===== src/rtl/pmu_sel_pkg.sv =====
package pmu_sel_pkg;

  typedef enum logic [1:0] {
    GSRC_SW       = 2'b00,
    GSRC_PIN      = 2'b01,
    GSRC_TICK     = 2'b10,
    GSRC_TICK_ALT = 2'b11
  } gsrc_mode_e;

  // Shared update source picked by the two-bit global mode.
  function automatic logic pick_shared(input logic [1:0] mode, input logic sw,
                                       input logic pin, input logic tick);
    logic r;
    case (gsrc_mode_e'(mode))
      GSRC_SW:  r = sw;
      GSRC_PIN: r = pin;
      default:  r = tick;
    endcase
    return r;
  endfunction

endpackage


===== src/rtl/pmu_sync2.sv =====
module pmu_sync2 #(
  parameter int W = 1
) (
  input  logic         clk,
  input  logic         rst_n,
  input  logic [W-1:0] d_i,
  output logic [W-1:0] q_o
);
  logic [W-1:0] meta_q, meta_d;
  logic [W-1:0] out_q, out_d;

  always_comb begin
    meta_d = d_i;
    out_d  = meta_q;
  end

  always_ff @(posedge clk or negedge rst_n) begin
    if (!rst_n) begin
      meta_q <= '0;
      out_q  <= '0;
    end else begin
      meta_q <= meta_d;
      out_q  <= out_d;
    end
  end

  assign q_o = out_q;
endmodule


===== src/rtl/pmu_lane.sv =====
module pmu_lane (
  input  logic clk,
  input  logic rst_n,
  input  logic src_i,
  input  logic lat_clr_i,
  output logic stat_o,
  output logic strobe_o,
  output logic lat_o
);
  logic sync_lvl;
  logic prev_q, prev_d;
  logic lat_q, lat_d;
  logic lat_en;

  pmu_sync2 #(.W(1)) u_sync (
    .clk   (clk),
    .rst_n (rst_n),
    .d_i   (src_i),
    .q_o   (sync_lvl)
  );

  assign strobe_o = sync_lvl & ~prev_q;
  assign stat_o   = sync_lvl;

  always_comb begin
    prev_d = sync_lvl;
    lat_en = strobe_o | lat_clr_i;
    lat_d  = strobe_o ? 1'b1 : 1'b0;   // set wins over clear
  end

  always_ff @(posedge clk or negedge rst_n) begin
    if (!rst_n) begin
      prev_q <= 1'b0;
      lat_q  <= 1'b0;
    end else begin
      prev_q <= prev_d;
      if (lat_en) lat_q <= lat_d;
    end
  end

  assign lat_o = lat_q;

  AST_STAT_RISE_LATENCY: assert property (@(posedge clk) disable iff (!rst_n)
    $rose(stat_o) |-> $past(src_i, 2));
  AST_STAT_FALL_LATENCY: assert property (@(posedge clk) disable iff (!rst_n)
    $fell(stat_o) |-> !$past(src_i, 2));
  AST_STROBE_SINGLE: assert property (@(posedge clk) disable iff (!rst_n)
    strobe_o |=> !strobe_o);
  AST_LAT_SET: assert property (@(posedge clk) disable iff (!rst_n)
    strobe_o |=> lat_o);
  AST_LAT_HOLD: assert property (@(posedge clk) disable iff (!rst_n)
    lat_o && !lat_clr_i |=> lat_o);
  AST_LAT_SET_WINS: assert property (@(posedge clk) disable iff (!rst_n)
    strobe_o && lat_clr_i |=> lat_o);
endmodule


===== src/rtl/pmu_gstat.sv =====
module pmu_gstat #(
  parameter int NPORT = 4
) (
  input  logic             clk,
  input  logic             rst_n,
  input  logic [NPORT-1:0] stat_i,
  input  logic [NPORT-1:0] sel_i,
  input  logic             clr_i,
  output logic             gstat_o,
  output logic             glat_o
);
  logic prev_q, prev_d;
  logic glat_q, glat_d;
  logic glat_en;
  logic rise;

  assign gstat_o = |(stat_i & sel_i);
  assign rise    = gstat_o & ~prev_q;

  always_comb begin
    prev_d  = gstat_o;
    glat_en = rise | clr_i;
    glat_d  = rise ? 1'b1 : 1'b0;   // set wins over clear
  end

  always_ff @(posedge clk or negedge rst_n) begin
    if (!rst_n) begin
      prev_q <= 1'b0;
      glat_q <= 1'b0;
    end else begin
      prev_q <= prev_d;
      if (glat_en) glat_q <= glat_d;
    end
  end

  assign glat_o = glat_q;

  AST_GBL_MASKED: assert property (@(posedge clk) disable iff (!rst_n)
    (sel_i == '0) |-> !gstat_o);
  AST_GLAT_SET: assert property (@(posedge clk) disable iff (!rst_n)
    $rose(gstat_o) |=> glat_o);
  AST_GLAT_HOLD: assert property (@(posedge clk) disable iff (!rst_n)
    glat_o && !clr_i |=> glat_o);
endmodule


===== src/rtl/perf_update_sel.sv =====
module perf_update_sel
  import pmu_sel_pkg::*;
#(
  parameter int NPORT = 4
) (
  input  logic             clk,
  input  logic             rst_n,
  input  logic [1:0]       gbl_mode,
  input  logic             gbl_sw_upd,
  input  logic             pin_upd,
  input  logic             sec_tick,
  input  logic [NPORT-1:0] port_glob_sel,
  input  logic [NPORT-1:0] port_sw_upd,
  input  logic [NPORT-1:0] port_lat_clr,
  input  logic             gbl_lat_clr,
  output logic [NPORT-1:0] cnt_strobe,
  output logic [NPORT-1:0] port_stat,
  output logic [NPORT-1:0] port_stat_lat,
  output logic             gbl_stat,
  output logic             gbl_stat_lat
);
  logic             shared_src;
  logic [NPORT-1:0] lane_src;

  always_comb begin
    shared_src = pick_shared(gbl_mode, gbl_sw_upd, pin_upd, sec_tick);
  end

  for (genvar i = 0; i < NPORT; i++) begin : g_lane
    assign lane_src[i] = port_glob_sel[i] ? shared_src : port_sw_upd[i];

    pmu_lane u_lane (
      .clk       (clk),
      .rst_n     (rst_n),
      .src_i     (lane_src[i]),
      .lat_clr_i (port_lat_clr[i]),
      .stat_o    (port_stat[i]),
      .strobe_o  (cnt_strobe[i]),
      .lat_o     (port_stat_lat[i])
    );
  end

  pmu_gstat #(.NPORT(NPORT)) u_gstat (
    .clk     (clk),
    .rst_n   (rst_n),
    .stat_i  (port_stat),
    .sel_i   (port_glob_sel),
    .clr_i   (gbl_lat_clr),
    .gstat_o (gbl_stat),
    .glat_o  (gbl_stat_lat)
  );

  AST_OWN_PORTS_SILENT: assert property (@(posedge clk) disable iff (!rst_n)
    gbl_stat |-> |(port_glob_sel & port_stat));
  AST_STROBE_IMPLIES_STAT: assert property (@(posedge clk) disable iff (!rst_n)
    (cnt_strobe & ~port_stat) == '0);
endmodule


===== config.mk =====
export PLATFORM = sky130hd
export DESIGN_NAME = perf_update_sel
export DESIGN_NICKNAME = d
export VERILOG_FILES = /design/src/rtl/pmu_sel_pkg.sv /design/src/rtl/pmu_sync2.sv /design/src/rtl/pmu_lane.sv /design/src/rtl/pmu_gstat.sv /design/src/rtl/perf_update_sel.sv
export SDC_FILE = /design/constraint.sdc
export NUM_CORES = 1
export LEC_CHECK = 0
export ABC_AREA = 1
export CORE_MARGIN = 2
export CORE_UTILIZATION = 39
export DETAILED_ROUTE_END_ITERATION = 8
export GPL_ROUTABILITY_DRIVEN = 0
export HOLD_SLACK_MARGIN = 0.05
export PLACE_DENSITY = 0.77
export SETUP_SLACK_MARGIN = 0.02
export SLEW_MARGIN = 15
export SYNTH_ARGS = -nofsm -noshare
export SYNTH_HDL_FRONTEND = slang
export SYNTH_SLANG_ARGS = --single-unit

===== constraint.sdc =====
create_clock -name clk -period 0.9 [get_ports clk]
set_clock_uncertainty 0.05 [all_clocks]
set_input_delay 0.18 -clock clk [delete_from_list [all_inputs] [get_ports clk]]
set_output_delay 0.18 -clock clk [all_outputs]
set_load 0.005 [all_outputs]

# Word level (Yosys, flattened, before mapping)
# Index checks and enable logic that the tools add are counted.
# totals
wordCells	47
input_bits	20
register_bits	18
output_inout_bits	14
# classes
reduce_logical	2
n_bitwise	16
mux	10
eq_ne	1
# op_table
operator	n
two-way mux 1 bit	9
AND 1 bit	5
NOT 1 bit	5
OR 1 bit	5
AND 4 bit	1
OR reduction 4 bit	1
equality test 2 x 1 -> 1 bit, second input constant	1
logical NOT 2 bit	1
case mux 1 bit (2 select lines)	1

# Depth between registers and ports, before layout
# depth
depth_word	4
ltp_mapped	5
mapped_depth_nobuf	5

# Hierarchy
# Synthesis repeated with hierarchy kept, for this count alone.
# unflattened
cells_unflattened	76
area_unflattened_um2	693.2
# by_module_without_submodules
mod	cells_per_inst	instances	area_each_um2
pmu_lane	8	4	75.1
pmu_sync2	2	4	50.0
pmu_gstat	14	1	98.8
perf_update_sel	22	1	93.8

# Least setup slack after synthesis
# OpenSTA, ideal clock, no wires.
# synth_timing
kind	reg-to-reg
from	register g_lane[3].u_lane.u_sync.out_q
to	register u_gstat.glat_q (netlist: u_gstat.glat_o)
setup_ps	121
arrival_time_ps	666
path_buffers	0
period_less_slack_ps	837
stages_incl_launch_ff	5
required_time_ps	729
slack_ps	63
cell_sequence	dfrtp_1 nand2_1 nand2_1 o21bai_1 nand2_1
# synth_via
elab_chain_cells	4
# synth_rtl
item	line	rtl
start, declared	pmu_sync2.sv:10	logic [W-1:0] out_q, out_d;
start signal, assigned	pmu_sync2.sv:23	out_q <= out_d;
AND 4 bit (*)	pmu_gstat.sv:17	assign gstat_o = |(stat_i & sel_i);
OR reduction 4 bit (*)	pmu_gstat.sv:17	
AND 1 bit (*)	pmu_gstat.sv:18	assign rise = gstat_o & ~prev_q;
two-way mux 1 bit or OR 1 bit (tied branches)	pmu_gstat.sv:23, pmu_gstat.sv:22	
end signal, assigned	pmu_gstat.sv:32	if (glat_en) glat_q <= glat_d;
end, declared	pmu_gstat.sv:13	logic glat_q, glat_d;
# Every way passes the cells marked *; elsewhere a longest branch is shown, timed or not.
# A chain may end at the register's enable or synchronous reset.

# Worst setup path in the final report
# layout_timing
from	register g_lane[3].u_lane.u_sync.out_q
to	output cnt_strobe[3]
# layout_via
elab_chain_cells	1
# layout_rtl
item	line	rtl
AND 1 bit	pmu_lane.sv:22	assign strobe_o = sync_lvl & ~prev_q;
end, declared	perf_update_sel.sv:16	output logic [NPORT-1:0] cnt_strobe,
# Every way passes these cells.

==> results by group <==
Status
  – Status: complete, but fails checks
  – Violated checks: setup timing

Min path
  – Type of the worst min-delay path: in2async

Timing
  – Max Freq: between 0.7 and 0.8 GHz
  – Slew headroom: slightly below 90%
  – Final Setup Violations: 19
  – RSZ-0062 raised after global routing: yes
  – Post-route setup slack: -0.485 ns
  – Final Cycle Share: 154%
  – Min cycle time layout: around 1.4 ns
  – Max-slew violation count: 0
  – Endpoints failing hold: 0
  – Worst-margin pin slew: 0.186 ns

Layout
  – Most frequent cells in the layout: 18 x dfrtp_1, 18 x buf_4, 17 x clkdlybuf4s50_1, 15 x nand2_1
  – Area Growth Syn to Fin: 76.2%
  – # nets final: between 150 and 200
  – Fill count: between 100 and 150
  – Ant. Diodes: 0
  – Share of layout cells above drive strength 1: between 40% and 50%
  – Final instance area: 0.00133 sq mm

Pwr
  – Total power: 1.90 mW
  – Leakage: approximately 0.72 nW
  – VDD IR max: approximately 0.00096 V
  – Power Density: approximately 1400 mW/mm^2

Route
  – Routed vias: just under 700
  – WL final: roughly 1900 microns
  – DR vias/cell: around 4.4
  – Drt drc: 0
  – First-pass DRT Iterations: 2
  – Antenna Nets Post-Route: 0
  – Routed length per instance: roughly 12 microns
  – 1st-iter DRT viols: 2

Job
  – Max-Cap Viols: 0

Die
  – Core ar.: between 0.0015 and 0.002 sq mm
  – Die area: 0.00230 sq mm
  – Chip width: around 48 microns
  – Rows: 15
  – Initial Util: roughly 43%
  – Chip Height: approximately 48 microns
  – I/O pin total: 34

Place
  – Dpl cell area: 0.00113 sq mm
  – PortBufs: 33
  – HPWL Detailed: about 1200 microns

Clock tree
  – Clock buffer depth: 2
  – CTS tree: yes
  – Worst-path clk slew: ~0.10 ns
  – Skew-Pair Late Insertion Delay: a little under 0.3 ns
  – CTS root buffer: clkbuf_4
  – H-tree depth: 1
  – Clock Sinks: 18
  – Num CTS Buffers: 3

GRT
  – Largest net degree at the start of global routing: 19
  – GR Overflow Total: 0
  – GRT Util Overall: a little under a fifth
  – First-pass GRT wire length: around 2800 microns
  – Vias in the first global route: around 660
  – Initial antenna violation count: 0

Worst setup path
  – Max incr delay on CP: between 0.4 and 0.5 ns
  – Register-to-Register Setup Slack: -0.32 ns
  – Worst setup EP type: primary output
  – Worst setup path start: g_lane[3].u_lane.u_sync.q_o$_DFF_PN0_
  – Crit Path Max Fanout: 2
  – CP Cell Sequence: buf_4 > inv_2 > nor2_1 > clkdlybuf4s15_2
  – Crit path required time: about 0.67 ns
  – Worst R2R Path Depth: 7
  – Reg-to-reg startpoint: g_lane[2].u_lane.u_sync.q_o$_DFF_PN0_
  – Crit path arrival time: 1.15 ns
  – Worst R2R End: u_gstat.glat_o$_DFFE_PN0P_
  – Worst-path cell with the longest stage delay: dfrtp_1
  – Critical path class: reg2out
  – Setup crit start kind: flip-flop

Synthesis
  – Seq/Total Area, Yosys: ~60%
  – Yosys Warn Count: 0
  – Mapped Cells: 79
  – Mapped cell area: roughly 750 sq um
  – Synth Area per Inst: approximately 9.5 sq um
  – Synth Net Count: 99
  – Yosys cell types: 10
  – Flops & latches, synth: 18
-- cells in the mapped netlist --
master | n | area share (%)
nand2_1 | 18 | 9.0
nand3_1 | 5 | 3.3
buf_4 | 12 | 12
o21bai_1 | 1 | 1.0
inv_1 | 15 | 7.5
or2_4 | 1 | 1.2
nand4_1 | 1 | 0.83
o22ai_1 | 4 | 3.3
dfrtp_1 | 18 | 60
nor2_1 | 4 | 2.0
-- per-stage QoR --
stage	utilization [%]	instances	TNS, ns	setup WS, ns	hold slack [ns]
finish	75.1	158	-4.88	-0.485	0.158
global route	75.1	158	-5.76	-0.533	0.172
CTS	75.5	161	-5.23	-0.445	0.161
floorplan	-	79	0	0.0634	-0.166
global placement	64.3	138	-5.57	-0.665	0.282
detailed placement	64.3	138	-5.82	-0.703	0.289
-- state kept, by name, summed over array words and instances, names as in the netlist --
signal                       count
u_gstat.glat_o                   1
g_lane.u_lane.u_sync.q_o         4
g_lane.u_lane.prev_q             4
g_lane.u_lane.u_sync.meta_q      4
u_gstat.prev_q                   1
g_lane.u_lane.lat_o              4
-- worst max-delay path, delay by kind of cell (launching register included) --
kind	cells	cell delay, ns
buf+inv	3	0.38
flops	1	0.41
simple gates	1	0.07
-- metal layers --
layer	track usage [%]	up-vias	share of wire, %
li1	-	337	-
met1	22.5	323	39
met2	32.3	25	54
met3	3.40	5	4.6
met4	11.4	0	2.2
met5	0	-	0
-- worst max-delay path by stage --
stage | end | cells past startpoint
2_1_floorplan | u_gstat.glat_o$_DFFE_PN0P_ | 4
3_3_place_gp | gbl_stat | 4
3_5_place_dp | gbl_stat | 4
4_1_cts | gbl_stat | 4
5_1_grt | gbl_stat | 4
6_report | cnt_strobe[3] | 4
-- area by class of cell --
cell class              count  area, sq um  area share, %
repair buffers             63          553           41.7
flip-flops and latches     18          450           34.0
multi-input cells          34          211           16.0
inverters                  15         56.3           4.25
well taps                  25         31.3           2.36
clock buffers               3         22.5           1.70
-- logic make-up after synthesis --
kind of cell / count (synthesis) / share of synthesized area [%]
and+or+nand+nor: 29 / 16.3
buffers and inverters: 27 / 19.5
DFF: 18 / 59.9
AOI/OAI and AO/OA: 5 / 4.33
-- power by group --
part	total [mW]	switching (mW)	internal, mW
clock network	0.393	0.238	0.156
logic	0.559	0.202	0.357
registers	0.947	0.0510	0.896
total	1.90	0.490	1.41
-- timing repair --
action | CTS | global route
pin swaps | 9 | 3
gates resized for setup | 75 | 14
hold buffers | 0 | 0
setup buffers | 20 | 5
setup endpoints to repair | 19 | 24
Note: power is estimated with default switching activity, not from simulation.
